==> config.mk <==
export PLATFORM = sky130hd
export DESIGN_NAME = fb_scan_top
export DESIGN_NICKNAME = d
export VERILOG_FILES = /design/src/rtl/fb_scan_pkg.sv /design/src/rtl/fb_scan_regs.sv /design/src/rtl/fb_scan_timing.sv /design/src/rtl/fb_scan_addr.sv /design/src/rtl/fb_scan_pixel.sv /design/src/rtl/fb_scan_top.sv
export SDC_FILE = /design/constraint.sdc
export NUM_CORES = 1
export LEC_CHECK = 0
export ABC_AREA = 1
export BUFFER_PORTS_ARGS = -buffer_cell sky130_fd_sc_hd__buf_2
export CAP_MARGIN = 5
export CORE_MARGIN = 4
export CORE_UTILIZATION = 50
export CTS_CLUSTER_DIAMETER = 120
export DETAILED_ROUTE_END_ITERATION = 8
export HOLD_SLACK_MARGIN = 0.03
export PLACE_DENSITY = 0.81
export SLEW_MARGIN = 20
export SYNTH_ARGS = -nofsm -noshare
export SYNTH_HDL_FRONTEND = slang
export SYNTH_SLANG_ARGS = --single-unit
==> constraint.sdc <==
create_clock -name clk_i -period 1.9 [get_ports clk_i]
set_input_delay 0.19 -clock clk_i [delete_from_list [all_inputs] [get_ports clk_i]]
set_output_delay 0.19 -clock clk_i [all_outputs]
set_load 0.02 [all_outputs]
==> src/rtl/fb_scan_pkg.sv <==
package fb_scan_pkg;

  typedef struct packed {
    logic rot;
    logic en;
  } ctrl_t;

  typedef struct packed {
    logic [7:0] r;
    logic [7:0] g;
    logic [7:0] b;
  } rgb_t;

  function automatic rgb_t unpack_px(input logic [23:0] w);
    rgb_t p;
    p.r = w[23:16];
    p.g = w[15:8];
    p.b = w[7:0];
    return p;
  endfunction

endpackage

==> src/rtl/fb_scan_regs.sv <==
module fb_scan_regs
  import fb_scan_pkg::*;
#(
  parameter int unsigned ADDR_W = 32,
  parameter int unsigned BASE_W = 11
) (
  input  logic              clk_i,
  input  logic              rst_ni,
  input  logic              we_i,
  input  logic              idx_i,
  input  logic [ADDR_W-1:0] wdata_i,
  output logic [ADDR_W-1:0] rdata_o,
  output logic [BASE_W-1:0] base_o,
  output ctrl_t             ctrl_o
);

  logic [ADDR_W-1:0] base_q;
  ctrl_t             ctrl_q;

  always_ff @(posedge clk_i or negedge rst_ni) begin
    if (!rst_ni) begin
      base_q <= '0;
      ctrl_q <= '0;
    end else if (we_i) begin
      if (idx_i) ctrl_q <= ctrl_t'(wdata_i[1:0]);
      else       base_q <= wdata_i;
    end
  end

  // full word kept so software can verify ordering by readback
  assign rdata_o = idx_i ? {{(ADDR_W-2){1'b0}}, ctrl_q} : base_q;
  assign base_o  = base_q[ADDR_W-1 -: BASE_W];
  assign ctrl_o  = ctrl_q;

endmodule

==> src/rtl/fb_scan_timing.sv <==
module fb_scan_timing #(
  parameter int unsigned H_ACTIVE = 640,
  parameter int unsigned H_TOTAL  = 800,
  parameter int unsigned V_ACTIVE = 480,
  parameter int unsigned V_TOTAL  = 525,
  localparam int unsigned H_CNT_W = $clog2(H_TOTAL),
  localparam int unsigned V_CNT_W = $clog2(V_TOTAL)
) (
  input  logic               clk_i,
  input  logic               rst_ni,
  output logic [H_CNT_W-1:0] h_o,
  output logic [V_CNT_W-1:0] v_o,
  output logic               active_o,
  output logic               frame_end_o
);

  logic [H_CNT_W-1:0] h_q;
  logic [V_CNT_W-1:0] v_q;
  logic               h_last, v_last;

  assign h_last = (h_q == H_CNT_W'(H_TOTAL - 1));
  assign v_last = (v_q == V_CNT_W'(V_TOTAL - 1));

  always_ff @(posedge clk_i or negedge rst_ni) begin
    if (!rst_ni) begin
      h_q <= '0;
      v_q <= '0;
    end else if (h_last) begin
      h_q <= '0;
      v_q <= v_last ? '0 : v_q + 1'b1;
    end else begin
      h_q <= h_q + 1'b1;
    end
  end

  assign h_o         = h_q;
  assign v_o         = v_q;
  assign active_o    = (h_q < H_CNT_W'(H_ACTIVE)) && (v_q < V_CNT_W'(V_ACTIVE));
  assign frame_end_o = h_last && v_last;

endmodule

==> src/rtl/fb_scan_addr.sv <==
module fb_scan_addr
  import fb_scan_pkg::*;
#(
  parameter int unsigned H_ACTIVE = 640,
  parameter int unsigned V_ACTIVE = 480,
  parameter int unsigned H_CNT_W  = 10,
  parameter int unsigned V_CNT_W  = 10,
  parameter int unsigned COL_W    = 10,
  parameter int unsigned LINE_W   = 9,
  parameter int unsigned BASE_W   = 11,
  localparam int unsigned ADDR_W  = BASE_W + LINE_W + COL_W + 2
) (
  input  logic               clk_i,
  input  logic               rst_ni,
  input  ctrl_t              ctrl_i,
  input  logic [BASE_W-1:0]  base_i,
  input  logic [H_CNT_W-1:0] h_i,
  input  logic [V_CNT_W-1:0] v_i,
  input  logic               active_i,
  input  logic               frame_end_i,
  output logic               req_o,
  output logic               act_o,
  output logic [ADDR_W-1:0]  addr_o,
  output ctrl_t              frame_ctrl_o
);

  ctrl_t             frame_ctrl_q;
  logic [BASE_W-1:0] frame_base_q;
  logic [COL_W-1:0]  col_fwd, col;
  logic [LINE_W-1:0] line_fwd, line;
  logic              req_q, act_q;
  logic [ADDR_W-1:0] addr_q;

  // settings sampled once per frame so a frame never mixes modes
  always_ff @(posedge clk_i or negedge rst_ni) begin
    if (!rst_ni) begin
      frame_ctrl_q <= '0;
      frame_base_q <= '0;
    end else if (frame_end_i) begin
      frame_ctrl_q <= ctrl_i;
      frame_base_q <= base_i;
    end
  end

  assign col_fwd  = COL_W'(h_i);
  assign line_fwd = LINE_W'(v_i);

  always_comb begin
    if (frame_ctrl_q.rot) begin
      col  = COL_W'(H_ACTIVE - 1) - col_fwd;
      line = LINE_W'(V_ACTIVE - 1) - line_fwd;
    end else begin
      col  = col_fwd;
      line = line_fwd;
    end
  end

  always_ff @(posedge clk_i or negedge rst_ni) begin
    if (!rst_ni) begin
      req_q  <= 1'b0;
      act_q  <= 1'b0;
      addr_q <= '0;
    end else begin
      req_q  <= active_i && frame_ctrl_q.en;
      act_q  <= active_i;
      addr_q <= {frame_base_q, line, col, 2'b00};
    end
  end

  assign req_o        = req_q;
  assign act_o        = act_q;
  assign addr_o       = addr_q;
  assign frame_ctrl_o = frame_ctrl_q;

endmodule

==> src/rtl/fb_scan_pixel.sv <==
module fb_scan_pixel
  import fb_scan_pkg::*;
#(
  parameter int unsigned RD_LAT = 4
) (
  input  logic        clk_i,
  input  logic        rst_ni,
  input  logic        act_i,
  input  logic        req_i,
  input  logic        valid_i,
  input  logic [31:0] rdata_i,
  output logic        de_o,
  output rgb_t        rgb_o
);

  logic [RD_LAT-1:0] act_sr, req_sr;
  logic              de_q;
  rgb_t              rgb_q;
  logic              unused_hi;

  assign unused_hi = ^rdata_i[31:24];

  always_ff @(posedge clk_i or negedge rst_ni) begin
    if (!rst_ni) begin
      act_sr <= '0;
      req_sr <= '0;
    end else begin
      for (int i = RD_LAT - 1; i > 0; i--) begin
        act_sr[i] <= act_sr[i-1];
        req_sr[i] <= req_sr[i-1];
      end
      act_sr[0] <= act_i;
      req_sr[0] <= req_i;
    end
  end

  // capture only when a response is both due and valid
  always_ff @(posedge clk_i or negedge rst_ni) begin
    if (!rst_ni) begin
      de_q  <= 1'b0;
      rgb_q <= '0;
    end else begin
      de_q  <= act_sr[RD_LAT-1];
      rgb_q <= (req_sr[RD_LAT-1] && valid_i) ? unpack_px(rdata_i[23:0]) : '0;
    end
  end

  assign de_o  = de_q;
  assign rgb_o = rgb_q;

endmodule

==> src/rtl/fb_scan_top.sv <==
module fb_scan_top
  import fb_scan_pkg::*;
#(
  parameter int unsigned H_ACTIVE = 640,
  parameter int unsigned H_TOTAL  = 800,
  parameter int unsigned V_ACTIVE = 480,
  parameter int unsigned V_TOTAL  = 525,
  parameter int unsigned RD_LAT   = 4,
  parameter int unsigned COL_W    = 10,
  parameter int unsigned LINE_W   = 9,
  parameter int unsigned ADDR_W   = 32
) (
  input  logic              clk_i,
  input  logic              rst_ni,
  input  logic              reg_we_i,
  input  logic              reg_idx_i,
  input  logic [ADDR_W-1:0] reg_wdata_i,
  output logic [ADDR_W-1:0] reg_rdata_o,
  output logic              mem_req_o,
  output logic [ADDR_W-1:0] mem_addr_o,
  input  logic              mem_valid_i,
  input  logic [31:0]       mem_rdata_i,
  output logic              de_o,
  output logic [7:0]        red_o,
  output logic [7:0]        green_o,
  output logic [7:0]        blue_o
);

  localparam int unsigned BASE_W  = ADDR_W - LINE_W - COL_W - 2;
  localparam int unsigned H_CNT_W = $clog2(H_TOTAL);
  localparam int unsigned V_CNT_W = $clog2(V_TOTAL);

  logic [BASE_W-1:0]  base_w;
  ctrl_t              ctrl_w;
  ctrl_t              frame_ctrl_w;
  logic [H_CNT_W-1:0] h_w;
  logic [V_CNT_W-1:0] v_w;
  logic               active_w;
  logic               frame_end_w;
  logic               act_q_w;
  rgb_t               rgb_w;

  fb_scan_regs #(
    .ADDR_W (ADDR_W),
    .BASE_W (BASE_W)
  ) u_regs (
    .clk_i   (clk_i),
    .rst_ni  (rst_ni),
    .we_i    (reg_we_i),
    .idx_i   (reg_idx_i),
    .wdata_i (reg_wdata_i),
    .rdata_o (reg_rdata_o),
    .base_o  (base_w),
    .ctrl_o  (ctrl_w)
  );

  fb_scan_timing #(
    .H_ACTIVE (H_ACTIVE),
    .H_TOTAL  (H_TOTAL),
    .V_ACTIVE (V_ACTIVE),
    .V_TOTAL  (V_TOTAL)
  ) u_timing (
    .clk_i       (clk_i),
    .rst_ni      (rst_ni),
    .h_o         (h_w),
    .v_o         (v_w),
    .active_o    (active_w),
    .frame_end_o (frame_end_w)
  );

  fb_scan_addr #(
    .H_ACTIVE (H_ACTIVE),
    .V_ACTIVE (V_ACTIVE),
    .H_CNT_W  (H_CNT_W),
    .V_CNT_W  (V_CNT_W),
    .COL_W    (COL_W),
    .LINE_W   (LINE_W),
    .BASE_W   (BASE_W)
  ) u_addr (
    .clk_i        (clk_i),
    .rst_ni       (rst_ni),
    .ctrl_i       (ctrl_w),
    .base_i       (base_w),
    .h_i          (h_w),
    .v_i          (v_w),
    .active_i     (active_w),
    .frame_end_i  (frame_end_w),
    .req_o        (mem_req_o),
    .act_o        (act_q_w),
    .addr_o       (mem_addr_o),
    .frame_ctrl_o (frame_ctrl_w)
  );

  fb_scan_pixel #(
    .RD_LAT (RD_LAT)
  ) u_pixel (
    .clk_i   (clk_i),
    .rst_ni  (rst_ni),
    .act_i   (act_q_w),
    .req_i   (mem_req_o),
    .valid_i (mem_valid_i),
    .rdata_i (mem_rdata_i),
    .de_o    (de_o),
    .rgb_o   (rgb_w)
  );

  assign red_o   = rgb_w.r;
  assign green_o = rgb_w.g;
  assign blue_o  = rgb_w.b;

endmodule

* Yosys cells after proc, flatten, opt, wreduce, memory -nomap -nowiden
Cells that the tools add are included.
Word-level totals: output and inout bits 90, logic and storage cells 38, bits in registers 132
Cells by class: reduce and logical (&&, ||, !) cells 6, add/subtract/negate cells 4, bitwise gates (word level) 1, magnitude comparators 2, mux-type cells 6, equal/unequal tests 2
Operators by type and width (count):
- 32-bit 2-to-1 mux | 1
- 10-bit 2-to-1 mux | 3
- 24-bit 2-to-1 mux | 1
- 10-bit by 1-bit adder with 10-bit output (second input constant) | 2
- 10-bit == test (second input constant) | 2
- 10-bit < comparator (second input constant) | 1
- 10-bit by 9-bit < comparator with 1-bit output (second input constant) | 1
- 10-bit subtractor (first input constant) | 1
- 9-bit 2-to-1 mux | 1
- 9-bit subtractor (first input constant) | 1
- 1-bit logical AND | 4
- 2-bit AND reduction | 2
- 1-bit inverter | 1

* Logic depth before layout (Yosys ltp)
Gate-level depths: netlist of the first run.
depth after elaboration 3, gate-level depth with buffers 9, depth with buffers taken out 8

* Modules after synthesis
Synthesis of the first run repeated with hierarchy kept, for this count alone.
Second synthesis, totals: cell total of the unflattened synthesis 589, area, all modules 5559.1 um^2
Modules (own cells, without submodules):
- fb_scan_regs | instances 1, seq. area each 850.8 um^2, area an instance 1737.9 um^2, cells an instance 230
- fb_scan_addr | instances 1, seq. area each 1126.1 um^2, area an instance 1580.3 um^2, cells an instance 127
- fb_scan_timing | instances 1, seq. area each 500.5 um^2, area an instance 1146.1 um^2, cells an instance 148
- fb_scan_pixel | instances 1, seq. area each 825.8 um^2, area an instance 1094.8 um^2, cells an instance 84

* Least setup slack after synthesis of the first run
No wires, ideal clock.
kind register to register, from register u_timing.v_q[0] (netlist: u_timing.v_o[0]), to register u_addr.frame_base_q[0], cell stages (with the launch flop) 9, path slack 424 ps, clock period less this slack 1476 ps, data arrival time 1360 ps, path through dfrtp_1 > inv_1 > ha_1 > nand4_1 > nor3_4 > nand2_4 > buf_6 > nand2_1 > nand2_1
Between the ends: cells in the longest elaborated chain, start to end 2
Ends and longest elaborated chain:
- from (decl) | RTL line fb_scan_timing.sv:18 | logic [V_CNT_W-1:0] v_q;
- from (signal assigned) | RTL line fb_scan_timing.sv:30 | v_q <= v_last ? '0 : v_q + 1'b1;
- 10-bit == test | RTL line fb_scan_timing.sv:22 | assign v_last = (v_q == V_CNT_W'(V_TOTAL - 1));
- 1-bit logical AND | RTL line fb_scan_timing.sv:39 | assign frame_end_o = h_last && v_last;
- to (signal assigned) | RTL line fb_scan_addr.sv:41 | frame_base_q <= base_i;
- to (decl) | RTL line fb_scan_addr.sv:28 | logic [BASE_W-1:0] frame_base_q;
No other way between the ends. A chain may end at the register's enable or synchronous reset.

* Final worst setup path of the first run
from register u_timing.v_q[0] (netlist: u_timing.v_o[0]), to register u_addr.frame_base_q[7]
The elaborated chain is that of the path after synthesis.

==> run summary, run 1 <==
outcome: completed
flop2flop setup slack: 160 ps
Final Util: 71.3%
die footprint: 12200 um^2
clock share of power: 47.9%
Worst Path Arrival: 2180 ps
Mapped Area: 5270 um^2
synth unique cells: 25
clock buffer depth: 2
Num CTS Buffers: 17
crit path kind: flip-flop to flip-flop
RR Startpoint: u_timing.v_o[0]
Worst R2R Path Depth: 7
Worst IR Drop VDD: 0.519 mV
Post-layout nets: 833
Worst Path Required: 2340 ps
power per cell area: 929 nW/um^2
Slew Limit Headroom: 52.1%
Reg2Reg Capture Point: u_addr.frame_base_q[7]
Synth Instances: 546
internal power: 0.00519 W
layout cells sized above 1: 26.0%
H-tree Lvls: 4
Net Sw Frac: 23.7%
Worst Skew: 9.52 ps
Mean Syn Cell Area: 9.65 um^2
Tcrit/Tclk final: 91.4%
Die Y: 111 um
count of pins over their slew limit: 0
final setup vio count: 0
Final GP Congestion: 0.884
I/O Pins: 159
EDFF count, synth: 0
Skew-Pair Late Insertion Delay: 510 ps
via count: 4364
sequential area share after synthesis: 62.7%
unrepaired setup endpoints after global routing: false
row count: 37
global-route wire length before repair: 22500 um
CTS tree: built
most used flip-flop cell after synthesis: dfrtp_1
max-cap viol count: 0
Top delay family on crit path: simple AND/OR/NAND/NOR gates
GRT Overall Usage: 22.4%
Detail Route Antenna Nets: 0
CORE AREA: 10300 um^2
CP startpoint: u_timing.v_o[0]
vias in the first global route: 4657
setup TNS: 0 ps
leak pwr: 4.20 nW
Worst-path clk slew: 60 ps
Starting Density: 51.3%
Hold Vio Cnt, Final: 0
slowest stage cell on the critical path: dfrtp_1
Worst Tran Pin Value: 717 ps
Crit path largest cell delay: 440 ps
Antenna Cells: 0
WL final: 13000 um
Post-synth ARST share: 100%
postcts setup bufs: 0
DR DRC count: 0
Clock Tree Root: clkbuf_8
Seq pwr share: 43.3%
Area contributors post-synth: dfrtp_1 (63%), nor2_1 (7.6%), inv_1 (5.9%)
Die Wd: 111 um
routed vias/inst: 4.82
Congestion Overflow GR: 0
commonest cells after routing, fill and taps aside: buf_2 (147), dfrtp_1 (132), nor2_1 (106)
pin count of the biggest net entering global routing: 133
f_max: 576 MHz
CTS Sinks: 132
top cell type's share of synthesized area: 62.7%
critical path, cell by cell: inv_1 -> ha_1 -> nand4_1 -> nor3_4 -> buf_4 -> nand3_1 -> nand2_1
routed len/inst: 14.3 um
P&R area growth vs syn: 39.0%
CP startpoint kind: flip-flop
drt pass-1 iters: 4
CP bufs+invs: 2
combinational share of power: 8.8%
Yosys warnings: 0
Net Switching: 0.00161 W
commonest non-fill, non-tap cell in the layout: buf_2
Iter 0 DRT Violations: 319
port bufs: 148
Max FO, Critical Path: 9
hold crit path type: primary input to async pin
post-synthesis register bit count: 132
Final HPWL DP: 7340 um
number of antenna violations at the first check in global routing: 0
top cell type by total area after synthesis: dfrtp_1
Crit. End Element: flip-flop
Final min period: 1740 ps
-- flip-flops by register name (all words and copies together) (netlist names) --
register             count
u_addr.req_o             1
u_regs.base_q           32
u_addr.frame_base_q     11
u_addr.addr_o           30
u_timing.h_o            10
u_pixel.act_sr           4
u_pixel.req_sr           4
u_addr.frame_ctrl_o      2
u_addr.act_o             1
u_timing.v_o            10
u_pixel.de_o             1
u_regs.ctrl_o            2
u_pixel.rgb_o           24
-- through the flow --
| stage | setup WS [ps] | hold slack [ps] | area (um^2) | std cells | power, W |
|---|---|---|---|---|---|
| 6_report | 163 | 303 | 7320 | 906 | 0.00680 |
| 3_3_place_gp | 272 | 332 | 6130 | 815 | 0.00345 |
| 2_1_floorplan | 424 | -106 | 5270 | 547 | 0.00324 |
| 3_5_place_dp | 208 | 337 | 6130 | 815 | 0.00347 |
| 5_1_grt | 5.04 | 348 | 7320 | 906 | 0.00708 |
| 4_1_cts | 171 | 288 | 7320 | 906 | 0.00684 |
-- layer usage --
layer / share of wire (%) / GRT usage (%) / vias up
li1: - / - / 2079
met1: 42 / 27.8 / 2040
met2: 48 / 36.8 / 223
met3: 8.4 / 7.56 / 22
met4: 1.6 / 7.96 / 0
met5: 0 / 0 / -
-- area by class of cell --
cell class                      count  area, um^2
Multi-Input combinational cell    306        1520
Sequential cell                   132        3300
Fill cell                         671        2950
Timing Repair Buffer              213        1400
Clock inverter                     14         175
Clock buffer                       18         428
Tap cell                          136         170
Inverter                           87         327
-- power groups by stage --
stage          sequential [W]  clock [W]  combinational [W]
3_5_place_dp          0.00299          0           0.000475
4_1_cts               0.00294    0.00332           0.000572
6_report              0.00295    0.00326           0.000600
5_1_grt               0.00295    0.00346           0.000665
2_1_floorplan         0.00298          0           0.000264
3_3_place_gp          0.00299          0           0.000466
-- synth_stat cells (2+ instances only) --
cell / count
a21oi_1: 31
nand2_2: 3
dfrtp_1: 132
nand3_1: 26
inv_1: 83
xor2_1: 23
o21ai_0: 16
nand4_1: 9
nor2_1: 106
nor2_4: 2
buf_6: 3
ha_1: 7
inv_2: 4
nor3_1: 3
clkbuf_1: 8
nand2_1: 72
buf_4: 3
buf_2: 8
-- repair_timing --
action	CTS	global route
resized for setup	0	0
hold buffers	59	0
endpoints found under the hold margin	190	0
-- worst register-to-register path: stages, from the launching register on --
cell and delay, ps:
dfrtp_1 440, inv_1 160, ha_1 200, nand4_1 160, nor3_4 320, buf_4 230, nand3_1 80, nand2_1 80
-- kinds of logic after synthesis --
family / after synthesis / synth area share (%)
XOR/XNOR: 23 / 3.82
flip-flops: 132 / 62.7
AO/OA/AOI/OAI: 48 / 4.56
AND/OR/NAND/NOR: 226 / 18.6
other: 1 / 0.0712
buffers and inverters: 109 / 8.60
adder cells (fa/ha/maj): 7 / 1.66
-- worst max-delay path by stage --
stage	to	slack, ps	cells past startpoint
after floorplan	u_addr.frame_base_q[0]	420	8
after global placement	u_addr.frame_base_q[4]	270	7
after detailed placement	u_addr.frame_base_q[4]	210	7
after CTS	u_addr.frame_base_q[7]	170	7
after global routing	u_timing.v_o[2]	5	8
final	u_addr.frame_base_q[7]	160	7
(Power assumes the default switching activity.)
==> run 2, diff against run 1 <==
--- a/config.mk
+++ b/config.mk
@@ -12,8 +12,10 @@
 export CORE_UTILIZATION = 50
 export CTS_CLUSTER_DIAMETER = 120
 export DETAILED_ROUTE_END_ITERATION = 8
+export GPL_ROUTABILITY_DRIVEN = 0
 export HOLD_SLACK_MARGIN = 0.03
 export PLACE_DENSITY = 0.81
+export REMOVE_ABC_BUFFERS = 1
 export SLEW_MARGIN = 20
 export SYNTH_ARGS = -nofsm -noshare
 export SYNTH_HDL_FRONTEND = slang
==> run summary, run 2 (synthesized netlist as in run 1, its figures left out) <==
CP startpoint kind: flip-flop
Post-layout nets: 837 (+0.48%)
final setup vio count: 0 (unchanged)
unrepaired setup endpoints after global routing: false
Worst Path Required: 2360 ps (+20 ps)
PnR worst setup slack: 209 ps (+45.4 ps)
layout cells sized above 1: 26.5% (+0.51 points)
Worst Path Arrival: 2150 ps (-30 ps)
Final min period: 1690 ps (-45.4 ps)
H-tree Lvls: 4 (unchanged)
Die Y: 111 um (unchanged)
pin count of the biggest net entering global routing: 65 (-51%)
Congestion Overflow GR: 0 (unchanged)
hold crit path type: primary input to flip-flop
Total Power: 0.00663 W (-2.5%)
CTS tree: built
Crit. End Element: flip-flop
CTS Sinks: 132 (unchanged)
Die Wd: 111 um (unchanged)
routed wl met2: 6320 um (+0.67%)
I/O Pins: 159 (unchanged)
row count: 37 (unchanged)
via count: 4356 (-0.18%)
leak pwr: 4.21 nW (+0.26%)
max reg flops: 32 (unchanged)
clock buffer depth: 2 (unchanged)
met1 wire length: 5080 um (-6.0%)
P&R area growth vs syn: 39.2%
Tcrit/Tclk final: 89.0% (-2.4 points)
Antenna Cells: 0 (unchanged)
Skew-Pair Late Insertion Delay: 520 ps (about the same)
global-route wire length before repair: 22200 um (-1.3%)
crit path kind: flip-flop to flip-flop
count of pins over their slew limit: 0 (unchanged)
Slew Limit Headroom: 54.0% (+1.9 points)
number of antenna violations at the first check in global routing: 0 (unchanged)
Clock Tree Root: clkbuf_8
Worst IR Drop VDD: 0.619 mV (+19%)
port bufs: 148 (unchanged)
die footprint: 12200 um^2 (unchanged)
Worst Tran Pin Value: 688 ps (-29.1 ps)
DR WL met3: 1180 um (+8.2%)
WL final: 12900 um (-0.78%)
top routing layer used: met4
Hold Vio Cnt, Final: 0 (unchanged)
vias in the first global route: 4581 (-1.6%)
flop2flop setup slack: 210 ps (+50 ps)
Max FO, Critical Path: 10 (+1)
drt pass-1 iters: 4 (unchanged)
commonest cells after routing, fill and taps aside: buf_2 (147), dfrtp_1 (132), nor2_1 (106)
commonest non-fill, non-tap cell in the layout: buf_2
routed len/inst: 14.2 um (-1.2%)
Detail Route Antenna Nets: 0 (unchanged)
f_max: 591 MHz (+2.7%)
GRT Overall Usage: 22.6% (+0.12 points)
hold path depth: 3
Worst Skew: 11.1 ps (+1.55 ps)
max-cap viol count: 0 (unchanged)
routed vias/inst: 4.79 (-0.62%)
Reg with most FFs: u_regs.base_q
Final Util: 71.3% (+0.073 points)
power per cell area: 905 nW/um^2 (-2.6%)
Iter 0 DRT Violations: 298 (-6.6%)
DR DRC count: 0 (unchanged)
outcome: completed
Final HPWL DP: 7990 um (+8.8%)
Worst-path clk slew: 60 ps (about the same)
CORE AREA: 10300 um^2 (unchanged)
setup TNS: 0 ps (unchanged)
Worst Setup Slack post-DPL: 220 ps (+12.7 ps)
Starting Density: 51.3% (unchanged)
Num CTS Buffers: 17 (unchanged)
Worst R2R Path Depth: 7 (unchanged)
[run 2: per-layer routing]
metal / track usage (%) / vias up
li1: - / 2091
met1: 26.6 / 2014
met2: 37.2 / 219
met3: 8.88 / 32
met4: 8.87 / 0
met5: 0 / -
[run 2: area by class of cell]
type                            count  area [um^2]
Tap cell                          136          170
Clock buffer                       22          483
Multi-Input combinational cell    306         1520
Timing Repair Buffer              217         1440
Inverter                           87          327
Fill cell                         713         2950
Clock inverter                     10         96.3
Sequential cell                   132         3300
[run 2: timing repair]
| item | CTS | global route |
|---|---|---|
| endpoints found under the hold margin | 118 | 0 |
| setup buffers | 0 | 0 |
| gates resized for setup | 0 | 0 |
| hold buffers | 58 | 0 |
[run 2: where the power goes]
| group | switching (W) | internal [W] | total, W |
|---|---|---|---|
| Clock | 0.00118 | 0.00191 | 0.00309 |
| Combinational | 0.000351 | 0.000244 | 0.000595 |
| Sequential | 0.0000416 | 0.00290 | 0.00294 |
| Total | 0.00157 | 0.00506 | 0.00663 |
[run 2: worst paths after layout]
check                                        from                     end
worst max-delay path              u_timing.v_o[0]  u_addr.frame_base_q[6]
max in group asynchronous                  rst_ni       u_regs.base_q[13]
worst max register to register    u_timing.v_o[0]  u_addr.frame_base_q[6]
worst min register to register  u_pixel.act_sr[0]       u_pixel.act_sr[1]
worst min-delay path                    reg_idx_i        u_regs.ctrl_o[1]
min in group asynchronous                  rst_ni        u_pixel.rgb_o[0]
[run 2: through the flow]
stage,std cells,hold WS (ps),cell area [um^2]
after floorplan,525,-106,5140
after global placement,820,206,6170
after detailed placement,820,207,6170
after CTS,910,129,7330
after global routing,910,182,7330
final,910,165,7330
[run 2: worst max-delay path, stage by stage, from the launching register on]
cell     delay [ps]
dfrtp_1         440
inv_1           150
ha_1            210
nand4_1         170
nor3_4          280
buf_4           230
nand3_1          80
nand2_1          80
